[config.mk]
export PLATFORM = sky130hd
export DESIGN_NAME = pcache_top
export DESIGN_NICKNAME = d
export VERILOG_FILES = /design/src/rtl/pcache_pkg.sv /design/src/rtl/pcache_way.sv /design/src/rtl/pcache_lru.sv /design/src/rtl/pcache_port.sv /design/src/rtl/pcache_top.sv
export SDC_FILE = /design/constraint.sdc
export NUM_CORES = 1
export LEC_CHECK = 0
export BUFFER_PORTS_ARGS = -buffer_cell sky130_fd_sc_hd__buf_2
export CORE_UTILIZATION = 40
export CTS_CLUSTER_SIZE = 14
export DETAILED_ROUTE_END_ITERATION = 10
export PLACE_DENSITY_LB_ADDON = 0.25
export SYNTH_ARGS = -nofsm -noshare
export SYNTH_HDL_FRONTEND = slang
export SYNTH_SLANG_ARGS = --single-unit
[constraint.sdc]
create_clock -name clk -period 4.6 [get_ports clk]
set_input_delay 0.69 -clock clk [delete_from_list [all_inputs] [get_ports clk]]
set_output_delay 0.69 -clock clk [all_outputs]
set_load 0.02 [all_outputs]
[src/rtl/pcache_pkg.sv]
package pcache_pkg;

  typedef enum logic {
    MODE_SHARED = 1'b0,
    MODE_SPLIT  = 1'b1
  } pc_mode_e;

  // Way chosen for a refill: a single allowed way wins outright,
  // otherwise an empty way, otherwise the set's LRU victim.
  function automatic logic pick_victim(input logic [1:0] mask,
                                       input logic [1:0] vld,
                                       input logic       lru);
    logic v;
    case (mask)
      2'b01:   v = 1'b0;
      2'b10:   v = 1'b1;
      default: begin
        if (!vld[0])      v = 1'b0;
        else if (!vld[1]) v = 1'b1;
        else              v = lru;
      end
    endcase
    return v;
  endfunction

endpackage

[src/rtl/pcache_way.sv]
module pcache_way #(
  parameter int IDX_W  = 3,
  parameter int TAG_W  = 7,
  parameter int LINE_W = 64
) (
  input  logic              clk,
  input  logic              rst_n,
  input  logic              inval,
  input  logic [IDX_W-1:0]  idx,
  input  logic [TAG_W-1:0]  tag,
  input  logic              wr_en,
  input  logic [LINE_W-1:0] wr_line,
  output logic              hit,
  output logic              vld,
  output logic [LINE_W-1:0] line
);

  localparam int SETS = 1 << IDX_W;

  logic [SETS-1:0]   vld_q;
  logic [SETS-1:0]   vld_d;
  logic [TAG_W-1:0]  tag_q  [SETS];
  logic [LINE_W-1:0] line_q [SETS];

  always_comb begin
    vld_d = vld_q;
    if (inval) begin
      vld_d = '0;
    end else if (wr_en) begin
      vld_d[idx] = 1'b1;
    end
  end

  always_ff @(posedge clk or negedge rst_n) begin
    if (!rst_n) begin
      vld_q <= '0;
    end else begin
      vld_q <= vld_d;
    end
  end

  // Tag and data storage carry no reset; the valid bits guard them.
  always_ff @(posedge clk) begin
    if (wr_en) begin
      tag_q[idx]  <= tag;
      line_q[idx] <= wr_line;
    end
  end

  assign vld  = vld_q[idx];
  assign hit  = vld_q[idx] && (tag_q[idx] == tag);
  assign line = line_q[idx];

endmodule

[src/rtl/pcache_lru.sv]
module pcache_lru #(
  parameter int IDX_W = 3
) (
  input  logic             clk,
  input  logic             rst_n,
  input  logic             clr,
  input  logic [IDX_W-1:0] idx,
  input  logic             upd_en,
  input  logic             upd_victim,
  output logic             victim
);

  localparam int SETS = 1 << IDX_W;

  logic [SETS-1:0] lru_q;
  logic [SETS-1:0] lru_d;

  always_comb begin
    lru_d = lru_q;
    if (clr) begin
      lru_d = '0;
    end else if (upd_en) begin
      lru_d[idx] = upd_victim;
    end
  end

  always_ff @(posedge clk or negedge rst_n) begin
    if (!rst_n) begin
      lru_q <= '0;
    end else begin
      lru_q <= lru_d;
    end
  end

  assign victim = lru_q[idx];

endmodule

[src/rtl/pcache_port.sv]
module pcache_port
  import pcache_pkg::*;
#(
  parameter int ADDR_W = 12,
  parameter int IDX_W  = 3,
  parameter int OFF_W  = 2,
  parameter int WORD_W = 16,
  localparam int TAG_W  = ADDR_W - IDX_W - OFF_W,
  localparam int LINE_W = (1 << OFF_W) * WORD_W
) (
  input  logic               clk,
  input  logic               rst_n,
  input  logic               en,
  input  logic               clr,
  input  logic               req,
  input  logic [ADDR_W-1:0]  addr,
  input  logic               fill_valid,
  input  logic [1:0]         way_mask,
  input  logic [1:0]         way_hit,
  input  logic [1:0]         way_vld,
  input  logic [LINE_W-1:0]  line0,
  input  logic [LINE_W-1:0]  line1,
  input  logic               lru_victim,
  output logic [IDX_W-1:0]   lk_idx,
  output logic [TAG_W-1:0]   lk_tag,
  output logic               hit,
  output logic               miss,
  output logic [WORD_W-1:0]  rdata,
  output logic               fill_req,
  output logic [ADDR_W-OFF_W-1:0] fill_addr,
  output logic               wr_en,
  output logic               wr_way
);

  logic              stg_v_q, stg_v_d;
  logic [ADDR_W-1:0] stg_a_q;
  logic              pend_q, pend_d;
  logic              vic_q, vic_d;
  logic              accept;
  logic              any_hit;
  logic              from_w1;
  logic [LINE_W-1:0] sel_line;
  logic [OFF_W-1:0]  woff;

  assign lk_idx = stg_a_q[OFF_W +: IDX_W];
  assign lk_tag = stg_a_q[ADDR_W-1 -: TAG_W];
  assign woff   = stg_a_q[OFF_W-1:0];

  always_comb begin
    any_hit   = |(way_hit & way_mask);
    from_w1   = way_hit[1] & way_mask[1];
    hit       = stg_v_q & any_hit;
    miss      = stg_v_q & ~any_hit;
    sel_line  = from_w1 ? line1 : line0;
    rdata     = hit ? sel_line[woff*WORD_W +: WORD_W] : '0;
    fill_req  = miss;
    fill_addr = stg_a_q[ADDR_W-1:OFF_W];
    wr_en     = pend_q & fill_valid & ~clr;
    wr_way    = vic_q;
  end

  // next state
  always_comb begin
    accept  = en & req & ~pend_q & ~miss & ~clr;
    stg_v_d = accept | wr_en;
    pend_d  = pend_q ? ~fill_valid : miss;
    vic_d   = miss ? pick_victim(way_mask, way_vld, lru_victim) : vic_q;
    if (clr || !en) begin
      stg_v_d = 1'b0;
      pend_d  = 1'b0;
    end
  end

  always_ff @(posedge clk or negedge rst_n) begin
    if (!rst_n) begin
      stg_v_q <= 1'b0;
      pend_q  <= 1'b0;
    end else begin
      stg_v_q <= stg_v_d;
      pend_q  <= pend_d;
    end
  end

  always_ff @(posedge clk) begin
    if (accept) begin
      stg_a_q <= addr;
    end
    vic_q <= vic_d;
  end

endmodule

[src/rtl/pcache_top.sv]
module pcache_top
  import pcache_pkg::*;
#(
  parameter int ADDR_W = 12,
  parameter int SETS   = 8,
  parameter int WORDS  = 4,
  parameter int WORD_W = 16,
  localparam int IDX_W  = $clog2(SETS),
  localparam int OFF_W  = $clog2(WORDS),
  localparam int TAG_W  = ADDR_W - IDX_W - OFF_W,
  localparam int LINE_W = WORDS * WORD_W,
  localparam int LA_W   = ADDR_W - OFF_W
) (
  input  logic              clk,
  input  logic              rst_n,
  input  logic              cfg_we,
  input  logic              cfg_split,
  input  logic              p0_req,
  input  logic [ADDR_W-1:0] p0_addr,
  output logic              p0_hit,
  output logic              p0_miss,
  output logic [WORD_W-1:0] p0_rdata,
  output logic              p0_fill_req,
  output logic [LA_W-1:0]   p0_fill_addr,
  input  logic              p0_fill_valid,
  input  logic [LINE_W-1:0] p0_fill_data,
  input  logic              p1_req,
  input  logic [ADDR_W-1:0] p1_addr,
  output logic              p1_hit,
  output logic              p1_miss,
  output logic [WORD_W-1:0] p1_rdata,
  output logic              p1_fill_req,
  output logic [LA_W-1:0]   p1_fill_addr,
  input  logic              p1_fill_valid,
  input  logic [LINE_W-1:0] p1_fill_data
);

  // reset: asserted asynchronously, released on the clock
  logic [1:0] rst_sync_q;
  logic       rst_q;

  always_ff @(posedge clk or negedge rst_n) begin
    if (!rst_n) begin
      rst_sync_q <= 2'b00;
    end else begin
      rst_sync_q <= {rst_sync_q[0], 1'b1};
    end
  end
  assign rst_q = rst_sync_q[1];

  // mode register
  pc_mode_e mode_q, mode_d;
  logic     split_q;

  always_comb begin
    mode_d = mode_q;
    if (cfg_we) begin
      mode_d = cfg_split ? MODE_SPLIT : MODE_SHARED;
    end
  end

  always_ff @(posedge clk or negedge rst_q) begin
    if (!rst_q) begin
      mode_q <= MODE_SHARED;
    end else begin
      mode_q <= mode_d;
    end
  end
  assign split_q = (mode_q == MODE_SPLIT);

  // per-port lookup and write signals
  logic [IDX_W-1:0] p0_idx, p1_idx;
  logic [TAG_W-1:0] p0_tag, p1_tag;
  logic             p0_wr_en, p1_wr_en;
  logic             p0_wr_way, p1_wr_way;
  logic             lru_vic;

  // per-way routed signals
  logic [IDX_W-1:0]  w_idx  [2];
  logic [TAG_W-1:0]  w_tag  [2];
  logic [LINE_W-1:0] w_wdat [2];
  logic [LINE_W-1:0] w_line [2];
  logic [1:0]        w_we;
  logic [1:0]        w_hit;
  logic [1:0]        w_vld;

  always_comb begin
    w_idx[0]  = p0_idx;
    w_tag[0]  = p0_tag;
    w_wdat[0] = p0_fill_data;
    w_we[0]   = p0_wr_en & ~p0_wr_way;
    if (split_q) begin
      w_idx[1]  = p1_idx;
      w_tag[1]  = p1_tag;
      w_wdat[1] = p1_fill_data;
      w_we[1]   = p1_wr_en & p1_wr_way;
    end else begin
      w_idx[1]  = p0_idx;
      w_tag[1]  = p0_tag;
      w_wdat[1] = p0_fill_data;
      w_we[1]   = p0_wr_en & p0_wr_way;
    end
  end

  for (genvar w = 0; w < 2; w++) begin : g_way
    pcache_way #(
      .IDX_W (IDX_W),
      .TAG_W (TAG_W),
      .LINE_W(LINE_W)
    ) u_way (
      .clk    (clk),
      .rst_n  (rst_q),
      .inval  (cfg_we),
      .idx    (w_idx[w]),
      .tag    (w_tag[w]),
      .wr_en  (w_we[w]),
      .wr_line(w_wdat[w]),
      .hit    (w_hit[w]),
      .vld    (w_vld[w]),
      .line   (w_line[w])
    );
  end

  // replacement state, used in shared mode only
  logic lru_upd_en, lru_upd_vic;

  always_comb begin
    lru_upd_en  = ~split_q & (p0_hit | p0_wr_en);
    lru_upd_vic = p0_wr_en ? ~p0_wr_way : ~w_hit[1];
  end

  pcache_lru #(.IDX_W(IDX_W)) u_lru (
    .clk       (clk),
    .rst_n     (rst_q),
    .clr       (cfg_we),
    .idx       (p0_idx),
    .upd_en    (lru_upd_en),
    .upd_victim(lru_upd_vic),
    .victim    (lru_vic)
  );

  logic [1:0] p0_mask, p1_mask;
  assign p0_mask = split_q ? 2'b01 : 2'b11;
  assign p1_mask = split_q ? 2'b10 : 2'b00;

  pcache_port #(
    .ADDR_W(ADDR_W), .IDX_W(IDX_W), .OFF_W(OFF_W), .WORD_W(WORD_W)
  ) u_port0 (
    .clk       (clk),
    .rst_n     (rst_q),
    .en        (1'b1),
    .clr       (cfg_we),
    .req       (p0_req),
    .addr      (p0_addr),
    .fill_valid(p0_fill_valid),
    .way_mask  (p0_mask),
    .way_hit   (w_hit),
    .way_vld   (w_vld),
    .line0     (w_line[0]),
    .line1     (w_line[1]),
    .lru_victim(lru_vic),
    .lk_idx    (p0_idx),
    .lk_tag    (p0_tag),
    .hit       (p0_hit),
    .miss      (p0_miss),
    .rdata     (p0_rdata),
    .fill_req  (p0_fill_req),
    .fill_addr (p0_fill_addr),
    .wr_en     (p0_wr_en),
    .wr_way    (p0_wr_way)
  );

  pcache_port #(
    .ADDR_W(ADDR_W), .IDX_W(IDX_W), .OFF_W(OFF_W), .WORD_W(WORD_W)
  ) u_port1 (
    .clk       (clk),
    .rst_n     (rst_q),
    .en        (split_q),
    .clr       (cfg_we),
    .req       (p1_req),
    .addr      (p1_addr),
    .fill_valid(p1_fill_valid),
    .way_mask  (p1_mask),
    .way_hit   ({w_hit[1], 1'b0}),
    .way_vld   ({w_vld[1], 1'b1}),
    .line0     ('0),
    .line1     (w_line[1]),
    .lru_victim(1'b1),
    .lk_idx    (p1_idx),
    .lk_tag    (p1_tag),
    .hit       (p1_hit),
    .miss      (p1_miss),
    .rdata     (p1_rdata),
    .fill_req  (p1_fill_req),
    .fill_addr (p1_fill_addr),
    .wr_en     (p1_wr_en),
    .wr_way    (p1_wr_way)
  );

endmodule

Word-level counts from Yosys, hierarchy flattened
Memories as Yosys holds them, arrays and structs flattened. A register that Yosys moved wholly into a read port is not among the register bits.
Index checks and enable logic that the tools add are counted.
Word-level totals
  register bits after elaboration: 57
  RAM bits: 1136
  memories kept: 4
Memory list
  g_way[0].u_way.line_q: depth 8, bits a word 64, rd ports 1, clocked after memory_dff 1, write ports 1, RTL line pcache_way.sv:23  | logic [LINE_W-1:0] line_q [SETS];
  g_way[1].u_way.line_q: depth 8, bits a word 64, rd ports 1, clocked after memory_dff 0, write ports 1, RTL line pcache_way.sv:23
  g_way[0].u_way.tag_q: depth 8, bits a word 7, rd ports 1, clocked after memory_dff 1, write ports 1, RTL line pcache_way.sv:22  | logic [TAG_W-1:0] tag_q [SETS];
  g_way[1].u_way.tag_q: depth 8, bits a word 7, rd ports 1, clocked after memory_dff 0, write ports 1, RTL line pcache_way.sv:22
Operators by class
  bitwise operators: 40
  muxes and demuxes: 45
  $lt $le $gt $ge: 4
  reduce and logical (&&, ||, !) cells: 11
  eq/ne operators: 5
  shift-type cells: 2
Operators with widths (count)
  $mux 64: 3
  $shiftx 64x7->16: 2
  $mux 8: 6
  $mux 16: 2
  $and 1x1->1: 21
  $mux 1: 21
  $or 8x8->8: 2
  $eq 7x7->1: 2
  $not 1->1: 12
  $bmux 1 s3: 3
  $mux 3: 3
  $bwmux 8: 1
  $lt 3x4->1 const B: 2
  $mux 7: 1
  $demux 1 s3: 2
  $ge 3x1->1 const B: 2
  $reduce_bool 2->1: 3
  $and 2x2->2: 2
  $eq 2x1->1 const B: 2
  $logic_and 1x1->1: 4
  $mux 2: 2
  $reduce_or 2->1: 2
  $or 1x1->1: 3
  $eq 2x2->1 const B: 1
  3 further kinds: 3

Longest topological paths before layout
  depth after elaboration: 13
  depth in mapped cells: 16
  gate-level depth less buffers: 10

Modules after synthesis
A second synthesis with hierarchy kept.
Unflattened totals
  cells, all modules: 3206
  area, all modules: 50093.0 um^2
By module, submodules not included
  pcache_way: cells an instance 1281, area an instance 22238.8 um^2, times used 2
  pcache_port: cells an instance 253, area an instance 2021.9 um^2, times used 2
  pcache_top: cells an instance 98, area an instance 1096.1 um^2, times used 1
  pcache_lru: cells an instance 40, area an instance 475.5 um^2, times used 1

Worst setup path before layout
No wires, ideal clock.
  kind: input port to flip-flop
  from: in p0_fill_valid
  to: mem g_way[0].u_way.line_q[1][0], enable pin
  buffers on the path: 0
  stages: 4
  arrival time: 5966 ps
  setup time: 590 ps
  slack: -1955 ps
  path through: nand2_1 -> nor3_1 -> nand2_1 -> nor3_1
On the way
  longest elaborated chain between the ends: 5
Ends and longest elaborated chain
  start, declared: RTL line pcache_top.sv:25  | input logic p0_fill_valid,
  $and 1x1->1 (2 in series): RTL line pcache_port.sv:58  | wr_en = pend_q & fill_valid & ~clr;
  $and 1x1->1: RTL line pcache_top.sv:91  | w_we[0] = p0_wr_en & ~p0_wr_way;
  $mux 1: RTL line pcache_way.sv:44  | if (wr_en) begin
  $mux 1 (implied by the code): RTL line pcache_way.sv:46  | line_q[idx] <= wr_line;
  end, declared: RTL line pcache_way.sv:23
Every way passes these cells.

Worst setup path in the final report
  from: reg mode_q
  to: out p0_rdata[2]
On the way
  longest elaborated chain between the ends: 8
  elaborated cells on any way between the ends: 16
Ends and longest elaborated chain
  start, declared: RTL line pcache_top.sv:52  | pc_mode_e mode_q, mode_d;
  start signal, assigned: RTL line pcache_top.sv:66  | mode_q <= mode_d;
  $mux 3: RTL line pcache_top.sv:92  | if (split_q) begin
  $mem_v2 8x7 / $bmux 1 s3 (equally long branches)
  $eq 7x7->1 / $mux 1 (equally long branches): RTL line pcache_way.sv:51  | assign hit = vld_q[idx] && (tag_q[idx] == tag);
  $logic_and 1x1->1: RTL line pcache_way.sv:51
  $and 1x1->1 / $and 2x2->2 (equally long branches): RTL line pcache_port.sv:51, pcache_port.sv:50
  $mux 64 / $reduce_or 2->1 (equally long branches): RTL line pcache_port.sv:54, pcache_port.sv:50
  $shiftx 64x7->16 / $and 1x1->1 (equally long branches): RTL line pcache_port.sv:55, pcache_port.sv:52
  $mux 16 *: RTL line pcache_port.sv:55  | rdata = hit ? sel_line[woff*WORD_W +: WORD_W] : '0;
  end, declared: RTL line pcache_top.sv:22  | output logic [WORD_W-1:0] p0_rdata,
Mark *: on every way between the ends. The rest lies on a longest branch, timed or not. The select of a mux whose other input is x is not followed.

==> impl_metrics.ini <==
[status]
run_status = finished with violations
violations = negative setup slack

[clock_tree]
clk_path_buf_depth = 3
clock_sinks = 1195
cts.clk_slew.worst_paths_ns = 0.07
cts_tree = yes
insertion_delay_ns = 0.71
cts_root_buffer = clkbuf_16
h-tree-depth = 3
cts_made_buffers = 117

[synth]
dominantRegCellSynth = edfxtp_1
syn_avg_cell_area_um2 = 18.5
synth_area_leaders = edfxtp_1 75%, mux4_2 8.2%, o22ai_1 3.1%, mux2_2 2.3%, mux2i_1 1.8%
synth_seq_cells = 1195
synth_top_cell_area_share = 0.746
syn_nets = 2681
netlist_instances = 2521
synth_edf_count = 1161
ys_types = 59
async_flop_share = 0.0259
synth_area_um2 = 46700
yosysWarnings = 0
ys_seq_area_frac = 0.764
yosysTopAreaCell = edfxtp_1

[final_layout]
mostFrequentLayoutCell = edfxtp_1
stdcell_area_um2 = 56300
layout_common_cells = 1,161 x edfxtp_1, 233 x o22ai_1, 181 x buf_2
stdcell_count = 4526
area_growth_pct = 20.6
nets = 3067
drive_gt1_frac = 0.328

[place]
place_hpwl_mm = 87.2
routabilityCongestion = 0.905
placed_cell_area_um2 = 50600
dp.cells = 4240
portBuffers = 217

[flow_run]
drv_cap = 0

[sta]
fin_crit_ns = 4.95
setup_slack_ns = -0.351
post-route-period-util = 1.08
rsz0062_at_grt = yes
finalSetupViolCount = 23
maxSlewViolCount = 0
hold_viol_final = 0
skew_ns = 0.0275
maxSlewHeadroom = 0.107
worst_pin_slew_ns = 1.33
fmax_mhz = 202
holdWs_ns = 0.153

[critical_path]
cpMaxStageDelayCell = dfrtp_4
criticalPathCategory = reg -> out
r2r_slack_ns = 0.66
crit_path_start_kind = register
cp_slowest_stage_delay_ns = 0.52
crit_top_cell = mux2i_4
crit_required_ns = 3.91
path_max_fanout = 8
worstReg2RegEnd = u_port0.stg_a_q[6]
reg2reg_depth = 17
endpoint_kind = output port
arrival_ns = 4.26
path_cells = buf_6 -> mux2i_4 -> mux2i_4 -> a2111oi_4 -> nor3_2 -> a211oi_2 -> nor4b_4 -> and3_4 -> buf_12 -> buf_16 -> mux2i_1 -> a22oi_1 -> a21oi_2 -> buf_4
r2r-start = mode_q

[die]
die_x_um = 344
die-area_um2 = 118000
core_um2 = 116000
rows = 125
start_util = 0.403
die_y_um = 344
ios = 218

[grt]
gr-total-overflow = 0
grt_pass1_vias = 25800
grt_max_degree = 73
grt_use_met2 = 0.363
antenna_found_initial = 9
use_met3 = 0.0521
grt_pass1_wl_mm = 193
grtUsageMet1 = 0.324
busiest_layer = met2
grtUsageTotal = 0.231

[pwr]
ir_worst_vdd_mv = 0.312
power_per_cell_area_nw_per_um2 = 426
p_leak_nw = 18.6

[drt]
drt_iter0_drc = 2922
wl_per_cell_um = 30.6
vias = 26600
drc_errors = 0
dr.pass1.iters = 6
vias_per_cell = 5.88
wl_mm = 139
antenna_left = 0

[hold_path]
holdCritPathClass = in -> reg
holdPathStages = 1
hold_path.startpoint = p1_addr[11]
whs_endpoint = u_port1.stg_a_q[11]
[critical path, delay by kind of cell, from the launching register on]
kind	cells	cell delay, ns
buffers and inverters	4	0.61
and+or+nand+nor	3	0.74
AOI/OAI and AO/OA	4	1.05
DFF	1	0.52
muxes	3	0.61
[stage by stage]
| stage | util | total power [mW] | setup WS, ns | TNS (ns) |
|---|---|---|---|---|
| after floorplan | - | 13.2 | -0.453 | -137.27 |
| after global placement | 0.436 | 14.1 | 0.0948 | 0 |
| after detailed placement | 0.436 | 14.1 | -0.00525 | -0.00525 |
| after CTS | 0.477 | 24.0 | -0.340 | -4.62 |
| after global routing | 0.485 | 24.6 | -0.518 | -9.39 |
| final | 0.485 | 24.0 | -0.351 | -5.04 |
[cell type report]
cell class,instances,area [um2]
clock inverter,73,895
tap,1524,1910
antenna,2,5.00
sequential,1195,35700
timing repair buffer,434,3800
fill,9570,59700
inverter,14,55.1
multi-input combinational,1145,10900
clock buffer,139,3070
[metal layers]
metal	part of all wire	wire length (um)
met1	0.41	56200
met2	0.47	65600
met3	0.095	13100
met4	0.026	3640
met5	0.00032	44
[synthesized netlist by cell type (all sizes together) (7+ instances only)]
cell type and count:
a21oi 42, a22oi 12, a31oi 7, a32oi 9, buf 83, clkbuf 86
dfrtp 31, edfxtp 1161, inv 13, mux2 98, mux2i 87, mux4 170
nand2 122, nand2b 12, nand3 15, nor2 159, nor3 8, o211ai 45
o21ai 35, o221ai 16, o22ai 234, xor2 8
[sequential cells by signal (all words and copies together) (netlist names), named ones only]
name                flops
g_way.u_way.line_q   1024
g_way.u_way.tag_q     112
g_way.u_way.vld_q      16
u_port0.stg_a_q        12
u_port1.stg_a_q        12
u_lru.lru_q             8
rst_sync_q              2
mode_q                  1
u_port0.pend_q          1
u_port0.stg_v_q         1
u_port0.wr_way          1
u_port1.pend_q          1
u_port1.stg_v_q         1
[how the worst max path moves through the flow]
| stage | end | cells past startpoint | slack [ns] | from |
|---|---|---|---|---|
| after global placement | p0_rdata[0] | 11 | 0.09 | mode_q |
| after floorplan | g_way[1].u_way.line_q[0][0] | 8 | -0.45 | mode_q |
| final | p0_rdata[2] | 14 | -0.35 | mode_q |
| after global routing | p0_rdata[12] | 14 | -0.52 | mode_q |
| after detailed placement | p0_rdata[0] | 11 | -0.005 | mode_q |
| after CTS | p0_rdata[1] | 14 | -0.34 | mode_q |
[what timing repair did]
| item | 4_1_cts | 5_1_grt |
|---|---|---|
| setup endpoints to repair | 38 | 37 |
| pin swaps | 31 | 44 |
| buffers inserted | 21 | 37 |
| hold buffers | 1 | 0 |
| cloned | 9 | 5 |
| gates resized for setup | 89 | 136 |
| hold endpoints to repair | 2 | 0 |
[cell families after synthesis]
family                    share of synthesized area
other                                     0.0000803
AOI/OAI and AO/OA                            0.0583
buffers and inverters                        0.0183
muxes                                         0.124
and+or+nand+nor                              0.0330
xor gates and xnor gates                    0.00187
DFF                                           0.764
[power breakdown]
part | internal, mW | switching, mW | total, mW | leakage [nW]
Clock | 5.86 | 4.06 | 9.93 | 1.92
Sequential | 12.0 | 0.0436 | 12.1 | 10.9
Combinational | 0.729 | 1.28 | 2.01 | 5.77
Total | 18.6 | 5.38 | 24.0 | 18.6
Power figures use the tool's default switching activity.
